File: src/rtl/ldadj_pkg.sv
package ldadj_pkg;
  // access size codes, value = log2(bytes)
  typedef enum logic [1:0] {OPW_B = 2'd0, OPW_H = 2'd1, OPW_W = 2'd2, OPW_D = 2'd3} opw_e;
  // destination override codes, value - 1 = log2(bytes)
  typedef enum logic [1:0] {EW_DEF = 2'd0, EW_8 = 2'd1, EW_16 = 2'd2, EW_32 = 2'd3} ew_e;
endpackage

File: src/rtl/ldadj_swap.sv
module ldadj_swap #(
  parameter int DATA_W = 64,
  localparam int BYTES = DATA_W / 8,
  localparam int NW = $clog2(BYTES) + 1,
  localparam int LG_W = $clog2(NW)
) (
  input  logic [DATA_W-1:0] data_i,
  input  logic [LG_W-1:0]   lg_i,
  input  logic              swap_i,
  output logic [DATA_W-1:0] data_o
);
  logic [DATA_W-1:0] plain [NW];
  logic [DATA_W-1:0] rev   [NW];

  for (genvar w = 0; w < NW; w++) begin : g_size
    localparam int NB = 1 << w;
    for (genvar b = 0; b < BYTES; b++) begin : g_byte
      if (b < NB) begin : g_in
        assign plain[w][b*8 +: 8] = data_i[b*8 +: 8];
        assign rev[w][b*8 +: 8]   = data_i[(NB-1-b)*8 +: 8];
      end else begin : g_out
        assign plain[w][b*8 +: 8] = 8'h00;
        assign rev[w][b*8 +: 8]   = 8'h00;
      end
    end
  end

  assign data_o = swap_i ? rev[lg_i] : plain[lg_i];
endmodule

File: src/rtl/ldadj_width.sv
module ldadj_width
  import ldadj_pkg::*;
(
  input  logic [1:0] op_lg_i,
  input  logic [1:0] ew_i,
  input  logic       vec_i,
  output logic [1:0] dst_lg_o,
  output logic       err_o
);
  always_comb begin
    if (ew_i == EW_DEF) begin
      dst_lg_o = vec_i ? op_lg_i : 2'd3;
      err_o    = 1'b0;
    end else begin
      dst_lg_o = ew_i - 2'd1;
      err_o    = (ew_i - 2'd1) < op_lg_i;
    end
  end
endmodule

File: src/rtl/ldadj_lane.sv
module ldadj_lane #(
  parameter int DATA_W = 64,
  localparam int BYTES = DATA_W / 8,
  localparam int IDX_W = $clog2(BYTES),
  localparam int LG_W = $clog2(IDX_W + 1)
) (
  input  logic [DATA_W-1:0] val_i,
  input  logic [LG_W-1:0]   dst_lg_i,
  input  logic [IDX_W-1:0]  idx_i,
  input  logic              err_i,
  output logic [DATA_W-1:0] data_o,
  output logic [BYTES-1:0]  mask_o
);
  logic [IDX_W-1:0]  slot_m, slot, sh;
  logic [BYTES-1:0]  base_m;
  logic [DATA_W-1:0] lane_bits;

  always_comb begin
    slot_m = IDX_W'((BYTES >> dst_lg_i) - 1);
    slot   = idx_i & slot_m;
    sh     = slot << dst_lg_i;
    for (int b = 0; b < BYTES; b++) begin
      base_m[b]          = b < (1 << dst_lg_i);
      lane_bits[b*8 +: 8] = {8{base_m[b]}};
    end
    if (err_i) begin
      mask_o = '0;
      data_o = '0;
    end else begin
      mask_o = base_m << sh;
      data_o = (val_i & lane_bits) << {sh, 3'b000};
    end
  end
endmodule

File: src/rtl/ldadj_stage.sv
module ldadj_stage #(
  parameter int DATA_W = 64,
  localparam int BYTES = DATA_W / 8,
  localparam int IDX_W = $clog2(BYTES),
  localparam int LG_W = $clog2(IDX_W + 1)
) (
  input  logic              clk_i,
  input  logic              rst_ni,
  input  logic              in_valid_i,
  output logic              in_ready_o,
  input  logic [DATA_W-1:0] mem_data_i,
  input  logic [LG_W-1:0]   op_width_i,
  input  logic              brev_i,
  input  logic              le_mode_i,
  input  logic [LG_W-1:0]   dst_ew_i,
  input  logic              dst_vec_i,
  input  logic [IDX_W-1:0]  elem_idx_i,
  output logic              out_valid_o,
  input  logic              out_ready_i,
  output logic [DATA_W-1:0] out_data_o,
  output logic [BYTES-1:0]  out_mask_o,
  output logic              out_err_o
);
  logic [DATA_W-1:0] swapped, placed;
  logic [LG_W-1:0]   dst_lg;
  logic              err_c;
  logic [BYTES-1:0]  mask_c;
  logic              accept;

  ldadj_swap #(.DATA_W(DATA_W)) i_swap (
    .data_i (mem_data_i),
    .lg_i   (op_width_i),
    .swap_i (~(brev_i ^ le_mode_i)),
    .data_o (swapped)
  );

  ldadj_width i_width (
    .op_lg_i  (op_width_i),
    .ew_i     (dst_ew_i),
    .vec_i    (dst_vec_i),
    .dst_lg_o (dst_lg),
    .err_o    (err_c)
  );

  ldadj_lane #(.DATA_W(DATA_W)) i_lane (
    .val_i    (swapped),
    .dst_lg_i (dst_lg),
    .idx_i    (elem_idx_i),
    .err_i    (err_c),
    .data_o   (placed),
    .mask_o   (mask_c)
  );

  assign in_ready_o = ~out_valid_o | out_ready_i;
  assign accept     = in_valid_i & in_ready_o;

  always_ff @(posedge clk_i or negedge rst_ni) begin
    if (!rst_ni) begin
      out_valid_o <= 1'b0;
      out_data_o  <= '0;
      out_mask_o  <= '0;
      out_err_o   <= 1'b0;
    end else if (in_ready_o) begin
      out_valid_o <= in_valid_i;
      if (accept) begin
        out_data_o <= placed;
        out_mask_o <= mask_c;
        out_err_o  <= err_c;
      end
    end
  end

  // checker view: mask expanded to bit lanes
  logic [DATA_W-1:0] mask_bits;
  always_comb
    for (int b = 0; b < BYTES; b++) mask_bits[b*8 +: 8] = {8{out_mask_o[b]}};

  assert_latency_R1: assert property (@(posedge clk_i) disable iff (!rst_ni)
    in_valid_i && in_ready_o |=> out_valid_o);

  assert_hold_R2: assert property (@(posedge clk_i) disable iff (!rst_ni)
    out_valid_o && !out_ready_i |=> out_valid_o && $stable(out_data_o)
      && $stable(out_mask_o) && $stable(out_err_o));

  assert_no_err_R6: assert property (@(posedge clk_i) disable iff (!rst_ni)
    accept && dst_ew_i != '0 && dst_ew_i > op_width_i |=> !out_err_o);

  assert_default_scalar_R7: assert property (@(posedge clk_i) disable iff (!rst_ni)
    accept && dst_ew_i == '0 && !dst_vec_i |=> out_mask_o == '1);

  assert_err_flag_R8: assert property (@(posedge clk_i) disable iff (!rst_ni)
    accept && dst_ew_i != '0 && dst_ew_i <= op_width_i |=> out_err_o);

  assert_err_zero_R8: assert property (@(posedge clk_i) disable iff (!rst_ni)
    out_valid_o && out_err_o |-> out_data_o == '0 && out_mask_o == '0);

  assert_lanes_R9: assert property (@(posedge clk_i) disable iff (!rst_ni)
    out_valid_o && !out_err_o |-> (out_data_o & ~mask_bits) == '0
      && ($countones(out_mask_o) == 1 || $countones(out_mask_o) == 2
       || $countones(out_mask_o) == 4 || $countones(out_mask_o) == 8));
endmodule

File: config.mk
export PLATFORM = sky130hd
export DESIGN_NAME = ldadj_stage
export DESIGN_NICKNAME = d
export VERILOG_FILES = /design/src/rtl/ldadj_pkg.sv /design/src/rtl/ldadj_swap.sv /design/src/rtl/ldadj_width.sv /design/src/rtl/ldadj_lane.sv /design/src/rtl/ldadj_stage.sv
export SDC_FILE = /design/constraint.sdc
export NUM_CORES = 1
export LEC_CHECK = 0
export BUFFER_PORTS_ARGS = -buffer_cell sky130_fd_sc_hd__clkbuf_2
export CAP_MARGIN = 20
export CORE_UTILIZATION = 57
export CTS_BUF_LIST = sky130_fd_sc_hd__clkbuf_8
export DETAILED_ROUTE_END_ITERATION = 6
export HOLD_SLACK_MARGIN = 0.06
export PLACE_DENSITY = 0.95
export SYNTH_ARGS = -nofsm -noshare
export SYNTH_HDL_FRONTEND = slang
export SYNTH_SLANG_ARGS = --single-unit
File: constraint.sdc
create_clock -name clk_i -period 2.57 [get_ports clk_i]
set_input_delay 0.3855 -clock clk_i [delete_from_list [all_inputs] [get_ports clk_i]]
set_output_delay 0.3855 -clock clk_i [all_outputs]
set_load 0.005 [all_outputs]
# Word-level counts from Yosys, hierarchy flattened
# Cells that the tools add are included.
dict set report op_classes {
  addsub 2
  magnitude_cmp 10
  shifts 5
  n_mux 12
  n_bitwise 7
  reduce_logical 2
}
# op count
set ops {}
lappend ops {{two-way mux 64 bit} 6}
lappend ops {{binary-select mux 64 bit (select 2 bit)} 2}
lappend ops {{< comparator 4 x 32 -> 1 bit, first input constant} 4}
lappend ops {{AND 64 bit} 1}
lappend ops {{< comparator 3 x 32 -> 1 bit, first input constant} 2}
lappend ops {{left shift 64 x 6 -> 64 bit} 1}
lappend ops {{< comparator 1 x 32 -> 1 bit, first input constant} 1}
lappend ops {{< comparator 2 x 32 -> 1 bit, first input constant} 1}
lappend ops {{left shift 1 x 2 -> 32 bit, first input constant} 1}
lappend ops {{two-way mux 8 bit} 1}
lappend ops {{left shift 8 x 3 -> 8 bit} 1}
lappend ops {{two-way mux 2 bit} 2}
lappend ops {{right shift 4 x 2 -> 3 bit, first input constant} 1}
lappend ops {{AND 3 bit} 1}
lappend ops {{>= comparator 3 bit, second input constant} 1}
lappend ops {{NOT 2 -> 3 bit} 1}
lappend ops {{left shift 3 x 2 -> 3 bit} 1}
lappend ops {{subtractor 3 x 2 -> 3 bit, second input constant} 1}
lappend ops {{logical NOT 2 bit} 1}
lappend ops {{< comparator 2 bit} 1}
lappend ops {{AND reduction 2 bit} 1}
lappend ops {{subtractor 2 x 1 -> 2 bit, second input constant} 1}
lappend ops {{AND 1 bit} 1}
lappend ops {{two-way mux 1 bit} 1}
lappend ops {{3 further kinds} 3}
dict set report word_totals {
  regBits 74
  inputBits 78
  out_inout_bits 75
  word_cells 42
}

# Depth between registers and ports, before layout
# Gate-level depths: netlist of run 1.
dict set report depth {
  word_depth 8
  mapped_depth 12
  depth_no_buf 9
}

# By module
# A second synthesis of run 1 with hierarchy kept.
dict set report unflattened {
  cells_unflattened 617
  hier_area_um2 6127.1
}
# mod n_inst cells_each area_each_um2 seq_area_each_um2
set by_module_without_submodules {}
lappend by_module_without_submodules {ldadj_stage 1 158 3055.4 1851.8}
lappend by_module_without_submodules {ldadj_swap 1 203 1537.7 0.0}
lappend by_module_without_submodules {ldadj_lane 1 244 1455.1 0.0}
lappend by_module_without_submodules {ldadj_width 1 12 78.8 0.0}

# Least setup slack after synthesis of run 1
# OpenSTA, ideal clock, no wires.
dict set report synth_path {
  path_kind {input to register}
  from {input port dst_ew_i[0]}
  to {register out_mask_o[6]}
  setup_time_ps 122
  t_arrival_ps 2197
  t_required_ps 2448
  slack_ps 252
  path_stages 10
  n_path_buf 2
  path_cell_list {inv_1 > ha_1 > nor2b_1 > or2_1 > and3_4 > buf_6 > or2_1 > buf_2 > o21a_1 > a32o_1}
}
dict set report synth_between {
  elab_chain_len 8
  word_cells_on_any_way 20
  classes_between {add/sub (2); order compare (9); shift (4); mux (3); bitwise (1); reduce/logical (1)}
}
# element line
set synth_rtl {}
lappend synth_rtl {{start: declaration} ldadj_stage.sv:15} ;# input logic [LG_W-1:0] dst_ew_i,
lappend synth_rtl {{parallel branches: the longest is 7 deep, another holds < comparator 1 x 32 -> 1 bit} -}
lappend synth_rtl {{two-way mux 8 bit (*)} ldadj_lane.sv:26} ;# if (err_i) begin
lappend synth_rtl {{end signal: assignment} ldadj_stage.sv:67} ;# out_mask_o <= mask_c;
lappend synth_rtl {{end: declaration} ldadj_stage.sv:21} ;# output logic [BYTES-1:0] out_mask_o,
# Mark *: on every way between the ends.
# A chain may end at the register's enable or synchronous reset.

# Worst setup path after layout of run 1
dict set report layout_path {
  from {input port dst_ew_i[0]}
  to {register out_data_o[36]}
}
dict set report layout_between {
  elab_chain_len 8
  word_cells_on_any_way 21
  classes_between {add/sub (2); order compare (9); shift (4); mux (3); bitwise (2); reduce/logical (1)}
}
# element line
set layout_rtl {}
lappend layout_rtl {{parallel branches: the longest is 7 deep, another holds < comparator 1 x 32 -> 1 bit} -}
lappend layout_rtl {{two-way mux 64 bit (*)} ldadj_lane.sv:26}
lappend layout_rtl {{end signal: assignment} ldadj_stage.sv:66} ;# out_data_o <= placed;
lappend layout_rtl {{end: declaration} ldadj_stage.sv:20} ;# output logic [DATA_W-1:0] out_data_o,
# Marks and branches as above.

==> flow_metrics.py, run 1 <==
metrics = {
    "critical_path": {
        "critical-path-max-stage-delay_ns": 0.56,
        "worstPathArrival_ns": 2.74,
        "crit_required_ns": 2.86,
        "startpoint_type": "input port",
        "crit_type": "input port to flop",
        "crit_slowest_cell": "nor2_1",
        "path_cells": "clkbuf_2, inv_1, ha_1, nor4bb_1, nor2_1, nor3b_1, o31ai_2, nor2_1, a221o_1",
        "regToRegSetupSlack_ns": 0.61,
        "endpoint_kind": "flop",
        "crit_path_frequent_cell": "nor2_1",
        "crit_path_max_fanout": 10,
    },
    "pwr": {
        "p_clk_frac": 0.274,
        "p_leak_nw": 2.93,
        "p_int_mw": 2.26,
        "peakVddDrop_v": 0.000367,
        "sequentialPowerShare": 0.413,
        "pwr_density_cell_mw_per_mm2": 591,
        "swShare": 0.354,
        "comb_power_share": 0.314,
        "power.switching_mw": 1.24,
    },
    "floorplanning": {
        "start_util": 0.586,
        "die_height_um": 93.7,
        "io_pins": 153,
        "chipWidth_um": 93.7,
        "rows": 33,
        "core_area_mm2": 0.00818,
        "dieArea_mm2": 0.00877,
    },
    "placement": {
        "gp_congestion": 0.991,
        "portBuffers": 152,
        "dp_slack_ns": -0.104,
        "placed_cell_area_mm2": 0.00572,
        "hpwl_um": 11600,
    },
    "timing": {
        "setup_viol": 0,
        "hold_viol_final": 0,
        "maxSlewViolCount": 0,
        "tightest_slew_ns": 0.964,
        "period_minus_slack_ns": 2.45,
        "setup_ws_ns": 0.120,
        "rsz0062_at_grt": "false",
        "finalSetupTns_ns": 0,
        "relSlewSlack": 0.357,
        "post-route-period-util": 0.953,
        "clock.fmax_mhz": 408,
        "finalClockSkew_ns": 0.0161,
    },
    "grt": {
        "grt_overflow": 0,
        "grtUsageTotal": 0.387,
        "grt_pass1_vias": 5088,
        "grt_pass1_wl_um": 25700,
        "antenna_found_initial": 0,
        "grt_max_degree": 75,
    },
    "logic_synthesis": {
        "synth.largest_area_cell": "dfrtp_1",
        "yosys_warnings": 0,
        "ys_types": 52,
        "ys_top_cells_by_area": "dfrtp_1 39%, nand2_1 7.9%, mux2i_1 7.3%",
        "synth.ff_latch_count": 74,
        "synth_edf_count": 0,
        "yosys.area.top_type_share": 0.387,
        "synth_top_flop_cell": "dfrtp_1",
        "synth.most_common_cell": "nand2_1",
        "synth_nets": 624,
        "netlist_area_mm2": 0.00479,
        "async_flop_share": 1.00,
        "syn_avg_cell_area_um2": 8.80,
        "seq_area_frac_synth": 0.387,
        "synthCells": 544,
        "synth_common_cells": "101 x nand2_1, 74 x dfrtp_1, 62 x a21oi_1",
    },
    "finish": {
        "nNetsFinal": 770,
        "antenna_cells": 0,
        "syn_to_final_growth_pct": 23.7,
        "layout-drive-gt1-share": 0.328,
        "post-route-cell-area_mm2": 0.00592,
        "fillers": 594,
    },
    "cts": {
        "clock-sinks": 74,
        "htreeDepth": 3,
        "ctsResizeCount": 0,
        "cts_root_buffer": "clkbuf_8",
        "post_cts_buffers": 0,
        "clk_path_buf_depth": 2,
        "path_clk_slew_ns": 0.09,
        "cts_hold_buf": 0,
        "worstSkewPairLatency_ns": 0.37,
        "cts_tree": "yes",
        "numCtsBuffers": 9,
    },
    "routing": {
        "drt-wirelength-per-cell_um": 20.5,
        "drt_iter0_drc": 719,
        "ant_nets": 0,
        "drc": 0,
        "routed_via_density": 6.75,
        "wl_um": 16400,
        "dr.pass1.iters": 6,
        "vias": 5400,
    },
    "flow_run": {
        "cap_viol_max_count": 0,
    },
    "min_path": {
        "min_path_type": "input port to async pin",
    },
    "outcome": {
        "outcome": "finished clean",
    },
}
## per-stage QoR
step,hold WS (ns),instances,power (mW),utilization
3_5_place_dp,0.466,784,2.52,0.700
4_1_cts,0.191,800,3.47,0.725
6_report,0.135,800,3.50,0.725
5_1_grt,0.227,800,3.65,0.725
2_1_floorplan,0.0899,544,2.03,-
3_3_place_gp,0.462,784,2.47,0.700
## flip-flops by register name, summed over array words and instances (netlist names)
signal,count
out_data_o,64
out_err_o,1
out_mask_o,8
out_valid_o,1
## placed cells by master, fill, tap and decap left out, types with 2 or more instances in the layout
cell type   Yosys  layout
nor3_1          6       6
a32o_1          2       2
buf_12          0       3
nand2_1       101     100
nor2_1         35      35
buf_4           1      23
clkbuf_8        0      10
o211ai_1        3       3
dfrtp_1        74      74
clkinvlp_4      0       2
or3_1           7       7
nand3b_1        3       3
nor2b_1         2       2
nor3_2          5       5
a221o_1        15      15
a211oi_1       17      17
a22o_1         16      16
mux4_2          6       6
clkbuf_2        0     151
ha_1            2       2
a221oi_1        3       3
o21ai_2        10      10
and3b_1         2       2
and2_1          2       2
a21oi_1        62      62
or2_1           2       2
o221a_2         5       5
o21ai_0        54      54
inv_1           5       6
nand2b_1        4       4
a32oi_1         5       5
mux2i_1        35      35
## layer usage
layer  GRT usage  vias up  part of all wire
li1            -     2285                 -
met1       0.484     2490              0.34
met2       0.596      498              0.46
met3       0.112      127              0.14
met4       0.229        0             0.059
met5           0        -                 0
## final cells by class
cell class | instances | area, µm² | share of cell area
inverter | 6 | 22.5 | 0.00380
clock inverter | 6 | 66.3 | 0.0112
sequential | 74 | 1850 | 0.313
timing repair buffer | 177 | 988 | 0.167
multi-input combinational | 422 | 2730 | 0.460
clock buffer | 10 | 138 | 0.0232
tap | 105 | 131 | 0.0222
## cell families after synthesis
family,after synthesis,share of synthesized area
AO/OA/AOI/OAI,199,0.274
XOR/XNOR,2,0.00366
adder cells (fa/ha/maj),2,0.00522
buffers and inverters,48,0.0504
flip-flops,74,0.387
multiplexers,43,0.109
AND/OR/NAND/NOR,176,0.171
## critical path, delay by kind of cell
kind / cells / cell delay [ns]
AND/OR/NAND/NOR: 4 / 1.46
buffers and inverters: 2 / 0.19
AO/OA/AOI/OAI: 2 / 0.38
adder cells (fa/ha/maj): 1 / 0.33
## path summary, 6_finish.rpt
check / from / cells past startpoint / end
worst max-delay path: dst_ew_i[0] / 9 / out_data_o[36]
worst min-delay path: rst_ni / 1 / out_data_o[13]
worst max register to register: out_valid_o / 7 / out_data_o[54]
worst min register to register: out_err_o / 2 / out_err_o
max in group asynchronous: rst_ni / 1 / out_data_o[40]
min in group clk_i: in_valid_i / 2 / out_valid_o
## power groups by stage
stage	registers, mW	logic [mW]	clock network (mW)
finish	1.44	1.10	0.959
global route	1.46	1.18	1.01
CTS	1.44	1.07	0.957
detailed placement	1.46	1.06	0
global placement	1.46	1.02	0
floorplan	1.45	0.585	0
Note: power is estimated with default switching activity, not from simulation.
==> run 2, diff against run 1 <==
--- a/config.mk
+++ b/config.mk
@@ -5,9 +5,10 @@
 export SDC_FILE = /design/constraint.sdc
 export NUM_CORES = 1
 export LEC_CHECK = 0
+export ABC_AREA = 1
 export BUFFER_PORTS_ARGS = -buffer_cell sky130_fd_sc_hd__clkbuf_2
 export CAP_MARGIN = 20
-export CORE_UTILIZATION = 57
+export CORE_UTILIZATION = 59
 export CTS_BUF_LIST = sky130_fd_sc_hd__clkbuf_8
 export DETAILED_ROUTE_END_ITERATION = 6
 export HOLD_SLACK_MARGIN = 0.06
==> flow_metrics.py, run 2 <==
metrics = {
    "critical_path": {
        "crit_family": "simple AND/OR/NAND/NOR gates",
        "crit_required_ns": 2.85,
        "regToRegSetupSlack_ns": 0.93,
        "crit_cells": 14,
        "crit_path_frequent_cell": "nand2_1",
        "endpoint_kind": "flop",
        "critical-path-max-stage-delay_ns": 0.46,
        "crit_type": "input port to flop",
        "startpoint_type": "input port",
        "worst-r2r-cell-count": 8,
        "crit_buf_inv": 4,
        "reg2reg_from": "out_valid_o",
        "startpoint": "dst_ew_i[0]",
        "crit_slowest_cell": "o21ai_4",
        "crit_path_max_fanout": 21,
        "worstPathArrival_ns": 2.45,
        "reg2reg_to": "out_data_o[19]",
        "cp-endpoint": "out_data_o[18]",
        "path_cells": "clkbuf_2, inv_1, ha_1, nand2_2, o21ai_4, nand2_4, clkinv_1, nand2_1, nand2_2, buf_12, nand3_1, nand2_1, nand2_1, nand2_1",
    },
    "cts": {
        "post_cts_buffers": 0,
        "path_clk_slew_ns": 0.08,
        "ctsResizeCount": 0,
        "htreeDepth": 3,
        "worstSkewPairLatency_ns": 0.34,
        "cts_root_buffer": "clkbuf_8",
        "clock-sinks": 74,
        "numCtsBuffers": 9,
        "clk_path_buf_depth": 2,
        "cts_tree": "yes",
        "cts_hold_buf": 0,
    },
    "grt": {
        "grt_overflow": 0,
        "grt_pass1_vias": 5794,
        "gr-usage-met2": 0.653,
        "grtUsageMet1": 0.560,
        "grt.busiest_layer": "met2",
        "grtUsageMet3": 0.0782,
        "grt_pass1_wl_um": 29100,
        "grtUsageTotal": 0.412,
        "antenna_found_initial": 0,
        "grt_max_degree": 87,
    },
    "pwr": {
        "comb_power_share": 0.322,
        "p_clk_frac": 0.306,
        "p_int_mw": 2.55,
        "power.switching_mw": 1.40,
        "swShare": 0.355,
        "pwr_density_cell_mw_per_mm2": 617,
        "sequentialPowerShare": 0.371,
        "peakVddDrop_v": 0.000312,
        "p_leak_nw": 3.86,
    },
    "logic_synthesis": {
        "synthSimpleGateAreaFrac": 0.445,
        "synth_top_flop_cell": "dfrtp_1",
        "ys_types": 27,
        "synth_edf_count": 0,
        "synthCells": 872,
        "yosys_warnings": 0,
        "synth.ff_latch_count": 74,
        "synth_common_cells": "438 x nand2_1, 95 x nand3_1, 74 x dfrtp_1, 74 x o21ai_0, 42 x inv_1",
        "seq_area_frac_synth": 0.352,
        "synth.largest_area_cell": "dfrtp_1",
        "synth_fa_ha_area_frac": 0.00475,
        "synth_xor_area_frac": 0,
        "netlist_area_mm2": 0.00527,
        "synth-compound-area-share": 0.119,
        "synth.most_common_cell": "nand2_1",
        "synthMuxAreaShare": 0,
        "synth_top_family_by_area": "simple AND/OR/NAND/NOR gates",
        "synth_nets": 952,
        "yosys.area.top_type_share": 0.352,
        "async_flop_share": 1.00,
        "ys_top_cells_by_area": "dfrtp_1 35%, nand2_1 31%, nand3_1 9.0%",
        "syn_avg_cell_area_um2": 6.04,
    },
    "floorplanning": {
        "core_area_mm2": 0.00868,
        "io_pins": 153,
        "die_height_um": 96.5,
        "rows": 34,
        "dieArea_mm2": 0.00931,
        "start_util": 0.607,
        "chipWidth_um": 96.5,
    },
    "min_path": {
        "min_path_type": "input port to async pin",
    },
    "placement": {
        "hpwl_um": 13800,
        "gp_congestion": 0.977,
        "portBuffers": 152,
    },
    "finish": {
        "largest_register": "out_data_o",
        "layout_common_cells": "436 x nand2_1, 151 x clkbuf_2, 95 x nand3_1",
        "reg.largest.list": "out_data_o: 64 flops, out_mask_o: 8 flops",
        "layout-drive-gt1-share": 0.204,
        "fillers": 751,
        "syn_to_final_growth_pct": 21.7,
        "antenna_cells": 0,
        "nNetsFinal": 1084,
        "final_common_cell": "nand2_1",
        "largest_register_ffs": 64,
    },
    "timing": {
        "period_minus_slack_ns": 2.17,
        "finalSetupTns_ns": 0,
        "relSlewSlack": 0.508,
        "post-route-period-util": 0.846,
        "clock.fmax_mhz": 460,
        "rsz0062_at_grt": "false",
        "hold_viol_final": 0,
        "maxSlewViolCount": 0,
        "setup_viol": 0,
        "holdWs_ns": 0.0584,
        "finalClockSkew_ns": 0.00861,
        "tightest_slew_ns": 0.739,
    },
    "routing": {
        "ant_nets": 0,
        "drt-wirelength-per-cell_um": 16.9,
        "routed_via_density": 5.94,
        "dr.pass1.iters": 6,
        "drc": 0,
        "drt_iter0_drc": 1094,
        "wl_um": 18900,
        "vias": 6637,
    },
    "outcome": {
        "outcome": "finished clean",
    },
    "flow_run": {
        "cap_viol_max_count": 0,
    },
}
## run 2: logic make-up after synthesis
group / after synthesis
flip-flops: 74
adder cells (fa/ha/maj): 2
AO/OA/AOI/OAI: 117
buffers and inverters: 99
AND/OR/NAND/NOR: 580
## run 2: power by group through the flow
stage	Sequential [mW]	Clock (mW)	Combinational (mW)
global route	1.49	1.26	1.41
floorplan	1.49	0	0.683
detailed placement	1.49	0	1.23
finish	1.47	1.21	1.28
global placement	1.48	0	1.20
CTS	1.47	1.21	1.24
## run 2: worst min-delay path by stage
stage,start,to,cells after the start
3_3_place_gp,rst_ni,out_data_o[28],1
4_1_cts,rst_ni,out_data_o[57],1
6_report,rst_ni,out_data_o[61],1
3_5_place_dp,rst_ni,out_data_o[28],1
2_1_floorplan,rst_ni,out_data_o[0],0
5_1_grt,rst_ni,out_data_o[28],1
## run 2: per-layer routing
layer / part of all wire / routed length (µm)
met5: 0 / 0
met4: 0.046 / 873
met3: 0.12 / 2280
met2: 0.44 / 8380
met1: 0.39 / 7380
## run 2: through the flow
stage / power, mW / utilization / cells / area [µm²] / setup WS, ns
3_5_place_dp: 2.72 / 0.708 / 1101 / 6140 / 0.179
4_1_cts: 3.92 / 0.738 / 1117 / 6410 / 0.480
2_1_floorplan: 2.17 / - / 872 / 5270 / 0.668
5_1_grt: 4.17 / 0.738 / 1117 / 6410 / 0.250
6_report: 3.96 / 0.738 / 1117 / 6410 / 0.397
3_3_place_gp: 2.68 / 0.708 / 1101 / 6140 / 0.297
## run 2: area by class of cell
class                   instances  area (µm²)  share of cell area
clock buffers                   9         124              0.0193
clock inverters                 7         141              0.0221
multi-input cells             699        3000               0.468
inverters                      47         176              0.0275
flip-flops and latches         74        1850               0.289
well taps                     108         135              0.0211
repair buffers                173         981               0.153
